--- src/rtl/aluPkg.sv ---
package aluPkg;
  // Strobes from control to datapath, one per select line plus carry handling
  typedef struct packed {
    logic orB;           // propagate term takes B
    logic orNotB;        // propagate term takes ~B
    logic genNotB;       // generate term takes A&~B
    logic genB;          // generate term takes A&B
    logic suppressCarry; // keep carries out of the result bits
    logic carryIn;       // active-high carry into bit 0
  } aluStrobe_t;
endpackage

--- src/rtl/aluCtrl.sv ---
module aluCtrl (
  input  logic [3:0]         funcSel,
  input  logic               logicMode,
  input  logic               carryInN,
  output aluPkg::aluStrobe_t strobe
);
  always_comb begin
    strobe.orB           = funcSel[0];
    strobe.orNotB        = funcSel[1];
    strobe.genNotB       = funcSel[2];
    strobe.genB          = funcSel[3];
    strobe.suppressCarry = logicMode;
    strobe.carryIn       = ~carryInN;
  end
endmodule

--- src/rtl/aluDatapath.sv ---
module aluDatapath #(
  parameter int WIDTH = 4
) (
  input  logic [WIDTH-1:0]   opA,
  input  logic [WIDTH-1:0]   opB,
  input  aluPkg::aluStrobe_t strobe,
  output logic [WIDTH-1:0]   result,
  output logic               carryOut,
  output logic               grpProp,
  output logic               grpGen
);
  logic [WIDTH-1:0] propBit;
  logic [WIDTH-1:0] genBit;
  logic [WIDTH:0]   chain;
  logic [WIDTH:0]   suffixProp;
  logic [WIDTH-1:0] genTerm;

  assign chain[0]          = strobe.carryIn;
  assign suffixProp[WIDTH] = 1'b1;

  for (genvar i = 0; i < WIDTH; i++) begin : gBit
    assign propBit[i] = opA[i] | (opB[i] & strobe.orB) | (~opB[i] & strobe.orNotB);
    assign genBit[i]  = (opA[i] & ~opB[i] & strobe.genNotB) | (opA[i] & opB[i] & strobe.genB);
    // ripple carry
    assign chain[i+1] = genBit[i] | (propBit[i] & chain[i]);
    // logic mode returns the complement of the half-sum, arithmetic adds the carry
    assign result[i]  = propBit[i] ^ genBit[i] ^ (strobe.suppressCarry ? 1'b1 : chain[i]);
    // lookahead: generate at bit i survives if every higher bit propagates
    assign suffixProp[i] = suffixProp[i+1] & propBit[i];
    assign genTerm[i]    = genBit[i] & suffixProp[i+1];
  end

  assign carryOut = chain[WIDTH];
  assign grpProp  = suffixProp[0];
  assign grpGen   = |genTerm;
endmodule

--- src/rtl/aluFourBit.sv ---
module aluFourBit #(
  parameter int WIDTH = 4
) (
  input  logic [WIDTH-1:0] opA,
  input  logic [WIDTH-1:0] opB,
  input  logic [3:0]       funcSel,
  input  logic             logicMode,
  input  logic             carryInN,
  output logic [WIDTH-1:0] result,
  output logic             carryOutN,
  output logic             grpPropN,
  output logic             grpGenN,
  output logic             allOnes
);
  aluPkg::aluStrobe_t strobe;
  logic carryOut, grpProp, grpGen;

  aluCtrl uCtrl (
    .funcSel   (funcSel),
    .logicMode (logicMode),
    .carryInN  (carryInN),
    .strobe    (strobe)
  );

  aluDatapath #(.WIDTH(WIDTH)) uData (
    .opA      (opA),
    .opB      (opB),
    .strobe   (strobe),
    .result   (result),
    .carryOut (carryOut),
    .grpProp  (grpProp),
    .grpGen   (grpGen)
  );

  assign carryOutN = ~carryOut;
  assign grpPropN  = ~grpProp;
  assign grpGenN   = ~grpGen;
  assign allOnes   = &result;
endmodule

--- config.mk ---
export PLATFORM = sky130hd
export DESIGN_NAME = aluFourBit
export DESIGN_NICKNAME = d
export VERILOG_FILES = /design/src/rtl/aluPkg.sv /design/src/rtl/aluCtrl.sv /design/src/rtl/aluDatapath.sv /design/src/rtl/aluFourBit.sv
export SDC_FILE = /design/constraint.sdc
export NUM_CORES = 1
export LEC_CHECK = 0
export BUFFER_PORTS_ARGS = -buffer_cell sky130_fd_sc_hd__buf_2
export CAP_MARGIN = 20
export CORE_AREA = 2 2 39 41
export DETAILED_ROUTE_END_ITERATION = 6
export DIE_AREA = 0 0 41 43
export GPL_ROUTABILITY_DRIVEN = 0
export SYNTH_ARGS = -nofsm -noshare
export SYNTH_HDL_FRONTEND = slang
export SYNTH_HIERARCHICAL = 1
export SYNTH_SLANG_ARGS = --single-unit
--- constraint.sdc ---
create_clock -name vclk -period 1.7
set_input_delay 0.17 -clock vclk [all_inputs]
set_output_delay 0.17 -clock vclk [all_outputs]
set_load 0.02 [all_outputs]
=== After elaboration in Yosys (flattened, before gate mapping) ===
Cells that the tools add are included.

* Logic and storage cells: 72
* Input port bits: 14
* Register bits: 0

* Bitwise operators: 66
* Muxes and demuxes: 4
* Reduce and logical (&&, ||, !) cells: 2

{| class="wikitable"
|+ Operators by type and width
! operator !! number
|-
| $and A1 B1 Y1 || 34
|-
| $or A1 B1 Y1 || 16
|-
| $not A1 Y1 || 8
|-
| $xor A1 B1 Y1 || 8
|-
| $mux W1 || 4
|-
| $reduce_and A4 Y1 || 1
|-
| $reduce_or A4 Y1 || 1
|}

=== Depth between registers and ports, before layout ===
Gate-level depths: netlist (run 1).

* Word-level depth: 12
* Gate-level depth with buffers: 7
* Depth with buffers taken out: 6

=== Cells and area by module ===
The synthesis (run 1) kept the hierarchy.

{| class="wikitable"
|+ By module, submodules not included
! module !! sequential area each (µm²) !! instances !! cells an instance !! area an instance (µm²)
|-
| aluDatapath || 0.0 || 1 || 45 || 340.3
|-
| aluCtrl || 0.0 || 1 || 6 || 41.3
|-
| aluFourBit || 0.0 || 1 || 4 || 20.0
|}

=== Worst setup path before layout (run 1) ===
Ideal clock, no wire load.

* Kind: input -> output
* Start point: in funcSel[2]
* End point: out allOnes
* Setup slack: -0.154 ns
* Data required time: 1.530 ns
* Stages: 7
* Arrival time: 1.684 ns
* Path through: buf_4 mux2_4 a21oi_2 nor3_4 nor3_2 xor2_1 and4_1

* Elaborated cells on any way between the ends: 25
* Classes of those cells: 3 x mux; 21 x bitwise; 1 x reduce/logical

{| class="wikitable"
|+ RTL lines
! what !! RTL line !! text
|-
| start: declaration || aluFourBit.sv:6 || <nowiki>input logic [3:0] funcSel,</nowiki>
|-
| $and A1 B1 Y1 || aluDatapath.sv:23 || <nowiki>assign genBit[i] = (opA[i] & ~opB[i] & strobe.genNotB) | (opA[i] & opB[i] & strobe.genB);</nowiki>
|-
| $or A1 B1 Y1 || aluDatapath.sv:23 ||
|-
| $or A1 B1 Y1 || aluDatapath.sv:25 || <nowiki>assign chain[i+1] = genBit[i] | (propBit[i] & chain[i]);</nowiki>
|-
| $and A1 B1 Y1 || aluDatapath.sv:25 ||
|-
| $or A1 B1 Y1 || aluDatapath.sv:25 ||
|-
| $mux W1 || aluDatapath.sv:27 || <nowiki>assign result[i] = propBit[i] ^ genBit[i] ^ (strobe.suppressCarry ? 1'b1 : chain[i]);</nowiki>
|-
| $xor A1 B1 Y1 * || aluDatapath.sv:27 ||
|-
| net result[2] || aluFourBit.sv:9 || <nowiki>output logic [WIDTH-1:0] result,</nowiki>
|-
| $reduce_and A4 Y1 * || aluFourBit.sv:38 || <nowiki>assign allOnes = &result;</nowiki>
|-
| end: declaration || aluFourBit.sv:13 || <nowiki>output logic allOnes</nowiki>
|}

The timed path passes the listed nets; every way through them passes the cells marked *.

=== Worst setup path in the final report (run 1) ===
* Start point: in opB[0]
* End point: out allOnes

* Longest elaborated chain between the ends: 12
* Elaborated cells on any way between the ends: 25
* Classes of those cells: 3 x mux; 21 x bitwise; 1 x reduce/logical

{| class="wikitable"
|+ RTL lines
! what !! RTL line !! text
|-
| start: declaration || aluFourBit.sv:5 || <nowiki>input logic [WIDTH-1:0] opB,</nowiki>
|-
| $and A1 B1 Y1 / $not A1 Y1 (equally long branches) || aluDatapath.sv:22, aluDatapath.sv:23 ||
|-
| $or A1 B1 Y1 (tied with other cells) || aluDatapath.sv:22 || <nowiki>assign propBit[i] = opA[i] | (opB[i] & strobe.orB) | (~opB[i] & strobe.orNotB);</nowiki>
|-
| $or A1 B1 Y1 / $and A1 B1 Y1 (equally long branches) || aluDatapath.sv:22, aluDatapath.sv:23 ||
|-
| $and A1 B1 Y1 / $or A1 B1 Y1 (equally long branches) || aluDatapath.sv:25, aluDatapath.sv:23 ||
|-
| $or A1 B1 Y1 || aluDatapath.sv:25 ||
|-
| $and A1 B1 Y1 || aluDatapath.sv:25 ||
|-
| $or A1 B1 Y1 || aluDatapath.sv:25 ||
|-
| $and A1 B1 Y1 || aluDatapath.sv:25 ||
|-
| $or A1 B1 Y1 || aluDatapath.sv:25 ||
|-
| $mux W1 || aluDatapath.sv:27 ||
|-
| $xor A1 B1 Y1 || aluDatapath.sv:27 ||
|-
| $reduce_and A4 Y1 * || aluFourBit.sv:38 ||
|}

Every way passes the cells marked *; elsewhere a longest branch is shown, timed or not.

==> key figures, run 1 <==
Outcome
  – Outcome: complete, no violations

Finish
  – Fraction of layout cells with a size suffix above 1: ~60%
  – Clock buf count: 0
  – Filler cell count: ~150
  – Register area: 0 um2
  – Seq Cell Count: 0
  – Multi-input logic area: between 300 and 400 um2
  – Most frequent cells in the layout: buf_2, buf_4, inv_1
  – Area Growth Syn to Fin: 55.1%
  – Total Nets Final: 96
  – Commonest non-fill, non-tap cell in the layout: buf_2
  – Number of diodes: 0

Setup path
  – Critical Path Sink Type: output pin
  – Crit path kind: in2out
  – Required @ worst endpoint: about 1.5 ns
  – Max Fanout on Critical Path: 3
  – Startpoint Class: primary input
  – Worst Path Arrival: between 1.5 and 2 ns

Timing
  – Hold Violations, Final: 0
  – Max Freq: around 0.59 GHz
  – Setup-failing EPs final: 0
  – Worst Hold Margin: between 0.7 and 0.8 ns
  – Fin worst setup slack: around 0.011 ns
  – Slew HR: between 80% and 90%
  – Final min period: between 1.5 and 2 ns
  – Fin. max-slew vios: 0
  – Sum of negative setup slack: 0 ns
  – RSZ-0062 raised after global routing: yes
  – Period utilisation layout: approximately 99%
  – Slew @ Worst Pin: around 0.27 ns

GRT
  – Vias in the first global route: 403
  – Largest net degree at the start of global routing: 6
  – Gr usage total: between 10% and 20%
  – First-pass GRT wire length: between 1500 and 2000 um
  – Grt ovf: 0
  – Initial antenna violation count: 0

Routing
  – Via count: ~460
  – Vias per cell: between 4 and 5
  – WL final: just over 1000 um
  – ANT nets after route: 0
  – Pre-antenna DRT Iters: 4
  – Drt drc: 0
  – Routed wire length per instance: approximately 11 um
  – Initial DRC count: 5

Synthesis
  – Post-Syn Area: between 400 and 500 um2
  – Yosys cell types: 28
  – Synth Net Count: 69
  – Average cell area after synthesis: ~7.3 um2
  – Synth warn: 6
  – Cells after synthesis: 55
  – Sequential share of the synthesized area: 0%

Worst hold path
  – HP Class: in2out
  – WHS Endpoint: grpGenN
  – Hold path startpoint: opA[3]
  – Hold Path Depth: 5

Die
  – Num rows: 14
  – Initial core utilization: ~29%
  – Chip height: about 43 um
  – Core area: ~1400 um2
  – Boundary pin count: 22
  – Die Wd: 41 um
  – Die area: about 1800 um2

Job
  – Max-Cap Viols: 0

Clock network
  – Cts hold-fix bufs: 0
  – Post-CTS Setup Bufs: 0

Pwr
  – VDD IR-drop max: between 150 and 200 uV
  – Leakage: just over 0.3 nW
  – Power per Cell Area: ~390 nW/um2
  – Power consumption: roughly 0.25 mW

Place
  – Detailed placement HPWL: 834 um
  – Placement Setup Slack: -0.0545 ns
  – PortBufs: 22
-- worst max-delay path by stage --
stage                    start       to  cells past startpoint
global route            opB[0]  allOnes                      8
floorplan           funcSel[2]  allOnes                      7
finish                  opB[0]  allOnes                      8
detailed placement      opB[1]  allOnes                      8
global placement        opB[1]  allOnes                      8
CTS                     opB[0]  allOnes                      8
-- cell families after synthesis --
group                     Yosys count  share of synthesized area, %
and+or+nand+nor                    22                          37.1
AOI/OAI and AO/OA                  14                          27.1
buffers and inverters              11                          15.0
xor gates and xnor gates            4                          8.72
muxes                               4                          12.1
-- cell type report --
type | instances | share of cell area [%]
tap | 16 | 3.21
multi-input combinational | 44 | 61.8
timing repair buffer | 30 | 31.3
inverter | 6 | 3.61
-- per-stage QoR --
step	instance area, um2	util, %	instances
final	623	45.0	96
after global routing	623	45.0	96
after CTS	598	43.2	96
after detailed placement	579	41.9	96
after global placement	579	41.9	96
after floorplan	427	-	55
-- worst max-delay path, stage by stage --
cell and delay [ns]:
buf_8 0.10, mux2_4 0.31, a21oi_4 0.17, nor3_4 0.07, nor3_2 0.18, xor2_2 0.18, and4_4 0.22, buf_6 0.11
-- Yosys cell counts (2+ instances only) --
cell	instances	area share, %
a211o_1	2	4.4
nor3_2	2	5.0
a211oi_1	2	3.7
a21oi_2	2	4.4
o21ai_1	2	2.5
buf_4	5	9.3
mux2_2	2	5.6
nor2b_1	5	7.8
xnor2_1	2	4.4
inv_1	6	5.6
nor2_1	2	1.9
xor2_1	2	4.4
nand2b_1	2	3.1
nand2_1	5	4.7
-- layer usage --
metal  track usage [%]  wire [um]  vias up
li1                  -          -      235
met1              16.3        448      213
met2              22.8        497       13
met3                 0         63        0
met4                 0          0        0
met5                 0          0        -
-- repair_timing --
action	in CTS	in global routing
setup endpoints to repair	1	1
resized for setup	5	7
pin swaps	3	5
gates cloned	0	0
-- power breakdown --
| group | switching [mW] | internal [mW] |
|---|---|---|
| Sequential | 0 | 0 |
| Clock | 0 | 0 |
| Combinational | 0.128 | 0.118 |
(Power assumes the default switching activity.)
==> inputs of run 2 (changes only) <==
CELL_PAD_IN_SITES_DETAIL_PLACEMENT = 1   (was not set)
CELL_PAD_IN_SITES_GLOBAL_PLACEMENT = 2   (was not set)
CORE_AREA = not set   (was 2 2 39 41)
CORE_MARGIN = 2   (was not set)
CORE_UTILIZATION = 24   (was not set)
DIE_AREA = not set   (was 0 0 41 43)
PLACE_DENSITY_LB_ADDON = 0.1   (was not set)
==> key figures, run 2 (same netlist as run 1, synthesis figures left out) <==
Timing
  – Fin. max-slew vios: 0 (unchanged)
  – Hold Violations, Final: 0 (unchanged)
  – Period utilisation layout: 96.5% (was 99.3%)
  – RSZ-0062 raised after global routing: yes (unchanged)
  – Fin worst setup slack: 0.0593 ns (was 0.0114 ns)
  – Slew @ Worst Pin: 0.259 ns (was 0.265 ns)
  – Max Freq: 0.609 GHz (was 0.592 GHz)
  – Setup-failing EPs final: 0 (unchanged)
  – Final min period: 1.64 ns (was 1.69 ns)
  – Slew HR: 82.6% (was 82.2%)

Pwr
  – VDD IR-drop max: 103 uV (was 165 uV)
  – Power per Cell Area: 388 nW/um2 (was 395 nW/um2)
  – Switching Share: 54.5% (was 52.0%)
  – Sequential cell fraction of total power: 0% (about the same)
  – Logic pwr share: 100.0% (about the same)
  – P_int: 0.108 mW (was 0.118 mW)
  – Leakage: 0.294 nW (was 0.305 nW)
  – Switch Pwr: 0.130 mW (was 0.128 mW)
  – Clk pwr share: 0% (about the same)

GRT
  – Vias in the first global route: 383 (was 403)
  – Initial antenna violation count: 0 (unchanged)
  – First-pass GRT wire length: 1730 um (was 1610 um)
  – Largest net degree at the start of global routing: 6 (unchanged)
  – Gr usage total: 11.3% (was 12.4%)
  – Grt ovf: 0 (unchanged)

Worst hold path
  – HP Class: in2out (unchanged)
  – Hold path startpoint: opA[3] (unchanged)

Routing
  – Vias per cell: 4.80 (about the same)
  – Initial DRC count: 0 (was 5)
  – Routed wire length per instance: 11.9 um (was 10.5 um)
  – Drt drc: 0 (unchanged)
  – WL final: 1110 um (was 1010 um)
  – Pre-antenna DRT Iters: 1 (was 4)
  – Via count: 451 (was 461)
  – ANT nets after route: 0 (unchanged)

Setup path
  – Required @ worst endpoint: 1.53 ns (about the same)
  – Crit path kind: in2out (unchanged)
  – Crit path to: allOnes (unchanged)
  – Max Fanout on Critical Path: 5 (was 3)
  – Startpoint Class: primary input (unchanged)
  – Worst Path Arrival: 1.47 ns (was 1.52 ns)
  – Critical path launch point: opB[0] (unchanged)
  – Critical Path Sink Type: output pin (unchanged)

Die
  – Die Wd: 44.9 um (was 41 um)
  – Core area: 1540 um2 (was 1380 um2)
  – Num rows: 14 (unchanged)
  – Initial core utilization: 26.1% (was 29.0%)
  – Boundary pin count: 22 (unchanged)
  – Chip height: 44.9 um (was 43 um)
  – Die area: 2020 um2 (was 1760 um2)

Place
  – PortBufs: 22 (unchanged)
  – Detailed placement HPWL: 965 um (was 834 um)
  – Placement Setup Slack: -0.0621 ns (was -0.0545 ns)
  – Placed cells: 93 (was 96)

Finish
  – Area Growth Syn to Fin: 53.0% (was 55.1%)
  – Fraction of layout cells with a size suffix above 1: 61.5% (was 61.3%)
  – Commonest non-fill, non-tap cell in the layout: buf_2 (unchanged)
  – Final non-filler cell total: 94 (was 96)
  – Filler cell count: 207 (was 145)
  – Most frequent cells in the layout: buf_2, buf_4, inv_1, nor2b_1, nand2_1 (was buf_2, buf_4, inv_1)
  – Seq Cell Count: 0 (unchanged)
  – Clock buf count: 0 (unchanged)
  – Total Nets Final: 94 (was 96)
  – Fin util: 39.9% (was 45.0%)
  – Number of diodes: 0 (unchanged)
  – Register area: 0 um2 (unchanged)

Outcome
  – Outcome: complete, no violations (unchanged)

Clock network
  – Cts hold-fix bufs: 0 (unchanged)

Job
  – Max-Cap Viols: 0 (unchanged)
## run 2: changes by cell type in the layout (fill, tap and decap cells not counted), sizes merged
cell,change
buf,-2
## run 2: per-layer routing
layer	up-vias	share of wire [%]	track usage (%)
li1	232	-	-
met1	210	47	15.8
met2	9	49	20.9
met3	0	3.7	0
met4	0	0	0
met5	-	0	0
## run 2: what timing repair did
item | 4_1_cts | 5_1_grt
pin swaps | 4 | 8
setup buffers | 0 | 1
endpoints found under the setup margin | 1 | 1
resized for setup | 5 | 8
## run 2: area by class of cell
| class | count | area, um2 | area share [%] |
|---|---|---|---|
| Timing Repair Buffer | 28 | 174 | 28.3 |
| Tap cell | 16 | 20.0 | 3.26 |
| Multi-Input combinational cell | 44 | 398 | 64.8 |
| Inverter | 6 | 22.5 | 3.67 |
## run 2: stage by stage
stage	TNS, ns	hold WS (ns)	power [mW]	instance area (um2)
after global routing	-0.00153	0.803	0.258	614
after floorplan	-0.0355	0.542	0.154	427
after CTS	0	0.760	0.231	579
after global placement	-0.0340	0.756	0.221	557
final	0	0.755	0.238	614
after detailed placement	-0.0621	0.758	0.221	557
## run 2: worst max-delay path: stages
cell and delay, ns:
buf_8 0.10, mux2_4 0.31, and2_4 0.18, nor3_4 0.19
xor2_2 0.17, and4_4 0.24, buf_6 0.11
## run 2: how the worst min path moves through the flow
stage | slack [ns] | to | cells after the start
floorplan | 0.54 | grpGenN | 3
global placement | 0.76 | grpGenN | 5
detailed placement | 0.76 | grpGenN | 5
CTS | 0.76 | grpGenN | 5
global route | 0.80 | grpGenN | 5
finish | 0.76 | grpGenN | 5
## run 2: power groups by stage
stage                     Clock [mW]  Combinational [mW]  Sequential, mW
after floorplan                    0               0.154               0
after global placement             0               0.221               0
after detailed placement           0               0.221               0
after CTS                          0               0.231               0
after global routing               0               0.258               0
final                              0               0.238               0
==> inputs of run 3 (changes only) <==
GPL_TIMING_DRIVEN = 0   (was not set)
==> key figures, run 3 (same netlist as run 1, synthesis figures left out) <==
Die
  – Initial core utilization: 26.1% (unchanged)
  – Die Wd: 44.9 um (unchanged)
  – Die area: 2020 um2 (unchanged)
  – Num rows: 14 (unchanged)
  – Boundary pin count: 22 (unchanged)
  – Core area: 1540 um2 (unchanged)
  – Chip height: 44.9 um (unchanged)

Routing
  – DR top layer: met3 (unchanged)
  – Routed wire length per instance: 12.0 um (was 11.9 um)
  – WL final: 1080 um (was 1110 um)
  – Metal3 WL: 44 um (was 41 um)
  – Initial DRC count: 0 (unchanged)
  – Pre-antenna DRT Iters: 1 (unchanged)
  – Via count: 444 (was 451)
  – Vias per cell: 4.93 (was 4.80)
  – ANT nets after route: 0 (unchanged)
  – Met2 Wirelength: 537 um (was 544 um)
  – Drt drc: 0 (unchanged)
  – Wl on met1: 498 um (was 528 um)

Timing
  – Final min period: 1.63 ns (was 1.64 ns)
  – Fin worst setup slack: 0.0679 ns (was 0.0593 ns)
  – Slew @ Worst Pin: 0.284 ns (was 0.259 ns)
  – RSZ-0062 raised after global routing: no (was yes)
  – Max Freq: 0.613 GHz (was 0.609 GHz)
  – Slew HR: 81.0% (was 82.6%)
  – Fin. max-slew vios: 0 (unchanged)
  – Period utilisation layout: 96.0% (was 96.5%)
  – Setup-failing EPs final: 0 (unchanged)
  – Hold Violations, Final: 0 (unchanged)

Worst hold path
  – HP Class: in2out (unchanged)
  – Hold Path Depth: 5 (unchanged)
  – WHS Endpoint: grpGenN (unchanged)
  – Hold path startpoint: opA[3] (unchanged)

Setup path
  – Crit path kind: in2out (unchanged)
  – Startpoint Class: primary input (unchanged)
  – Critical path cell sequence: buf_8, mux2_4, and2_4, nor3_4, xor2_2, and4_4, buf_6 (unchanged)
  – Critical Path Sink Type: output pin (unchanged)
  – WP buf/inv: 2 (unchanged)
  – Worst Path Arrival: 1.46 ns (was 1.47 ns)
  – Max Fanout on Critical Path: 3 (was 5)
  – Slowest-stage cell, CP: mux2_4 (unchanged)
  – Required @ worst endpoint: 1.53 ns (about the same)
  – CP peak stage delay: 0.31 ns (about the same)
  – Cell family with most CP delay: simple AND/OR/NAND/NOR gates (unchanged)

Finish
  – Finished Cell Area: 602 um2 (was 614 um2)
  – Clock buf count: 0 (unchanged)
  – Total Nets Final: 90 (was 94)
  – Seq Cell Count: 0 (unchanged)
  – Area Growth Syn to Fin: 49.8% (was 53.0%)
  – Register area: 0 um2 (unchanged)
  – Most frequent cells in the layout: buf_2, buf_4, inv_1, nor2b_1 (was buf_2, buf_4, inv_1, nor2b_1, nand2_1)
  – Number of diodes: 0 (unchanged)
  – Fraction of layout cells with a size suffix above 1: 62.2% (was 61.5%)
  – Commonest non-fill, non-tap cell in the layout: buf_2 (unchanged)
  – Filler cell count: 191 (was 207)

Pwr
  – Power per Cell Area: 389 nW/um2 (was 388 nW/um2)
  – VDD IR-drop max: 122 uV (was 103 uV)
  – Leakage: 0.279 nW (was 0.294 nW)

GRT
  – Gr usage total: 10.6% (was 11.3%)
  – Initial antenna violation count: 0 (unchanged)
  – Vias in the first global route: 366 (was 383)
  – Grt ovf: 0 (unchanged)
  – Largest net degree at the start of global routing: 6 (unchanged)
  – First-pass GRT wire length: 1650 um (was 1730 um)

Place
  – Placement Setup Slack: -0.0803 ns (was -0.0621 ns)
  – Area after DPL: 532 um2 (was 557 um2)
  – PortBufs: 17 (was 22)
  – Detailed placement HPWL: 906 um (was 965 um)

Job
  – Max-Cap Viols: 0 (unchanged)

Outcome
  – Outcome: complete, no violations (unchanged)
## run 3: cell types whose count changed in the layout (fill, tap and decap cells not counted)
cell,previous run,this run
a211oi_1,1,0
a211oi_2,1,2
buf_2,19,15
nand2_1,4,3
nand2_2,1,2
## run 3: worst max path at each step
stage                   end        from  cells after the start  slack (ns)
floorplan           allOnes  funcSel[2]                      7       -0.04
global placement    allOnes      opB[1]                      8       -0.07
detailed placement  allOnes      opB[1]                      8       -0.08
CTS                 allOnes      opB[1]                      8        0.01
global route        allOnes  funcSel[2]                      8       0.003
finish              allOnes      opB[0]                      7        0.07
## run 3: worst min-delay path, cell delays in order
cell	delay, ns
buf_2	0.10
nand2_1	0.06
o21ai_1	0.07
inv_1	0.04
buf_2	0.15
## run 3: what timing repair did
| action | in CTS | in global routing |
|---|---|---|
| buffers inserted | 1 | 1 |
| gates resized for setup | 6 | 8 |
| endpoints found under the setup margin | 1 | 1 |
| pin swaps | 4 | 7 |
| hold buffers | 0 | 0 |
## run 3: layout make-up
type | instances | area, um2 | area share (%)
Multi-Input combinational cell | 44 | 405 | 67.4
Timing Repair Buffer | 19 | 116 | 19.3
Buffer | 5 | 37.5 | 6.24
Inverter | 6 | 22.5 | 3.74
Tap cell | 16 | 20.0 | 3.33
## run 3: stage by stage
step | power, mW | TNS [ns] | cells | util [%] | hold WS [ns]
final | 0.234 | 0 | 90 | 39.0 | 0.761
after global routing | 0.255 | 0 | 90 | 39.0 | 0.804
after CTS | 0.226 | 0 | 89 | 36.6 | 0.757
after detailed placement | 0.213 | -0.0803 | 88 | 34.5 | 0.755
after global placement | 0.213 | -0.0698 | 88 | 34.5 | 0.755
after floorplan | 0.154 | -0.0355 | 55 | - | 0.542
## run 3: routing by layer
layer | vias up | track usage (%)
li1 | 224 | -
met1 | 211 | 16.1
met2 | 9 | 18.0
met3 | 0 | 0
met4 | 0 | 0
met5 | - | 0
## run 3: power breakdown
| group | internal (mW) | total [mW] | leakage (nW) | switching, mW |
|---|---|---|---|---|
| Combinational | 0.105 | 0.234 | 0.279 | 0.129 |
| Clock | 0 | 0 | 0 | 0 |
| Sequential | 0 | 0 | 0 | 0 |
| Total | 0.105 | 0.234 | 0.279 | 0.129 |
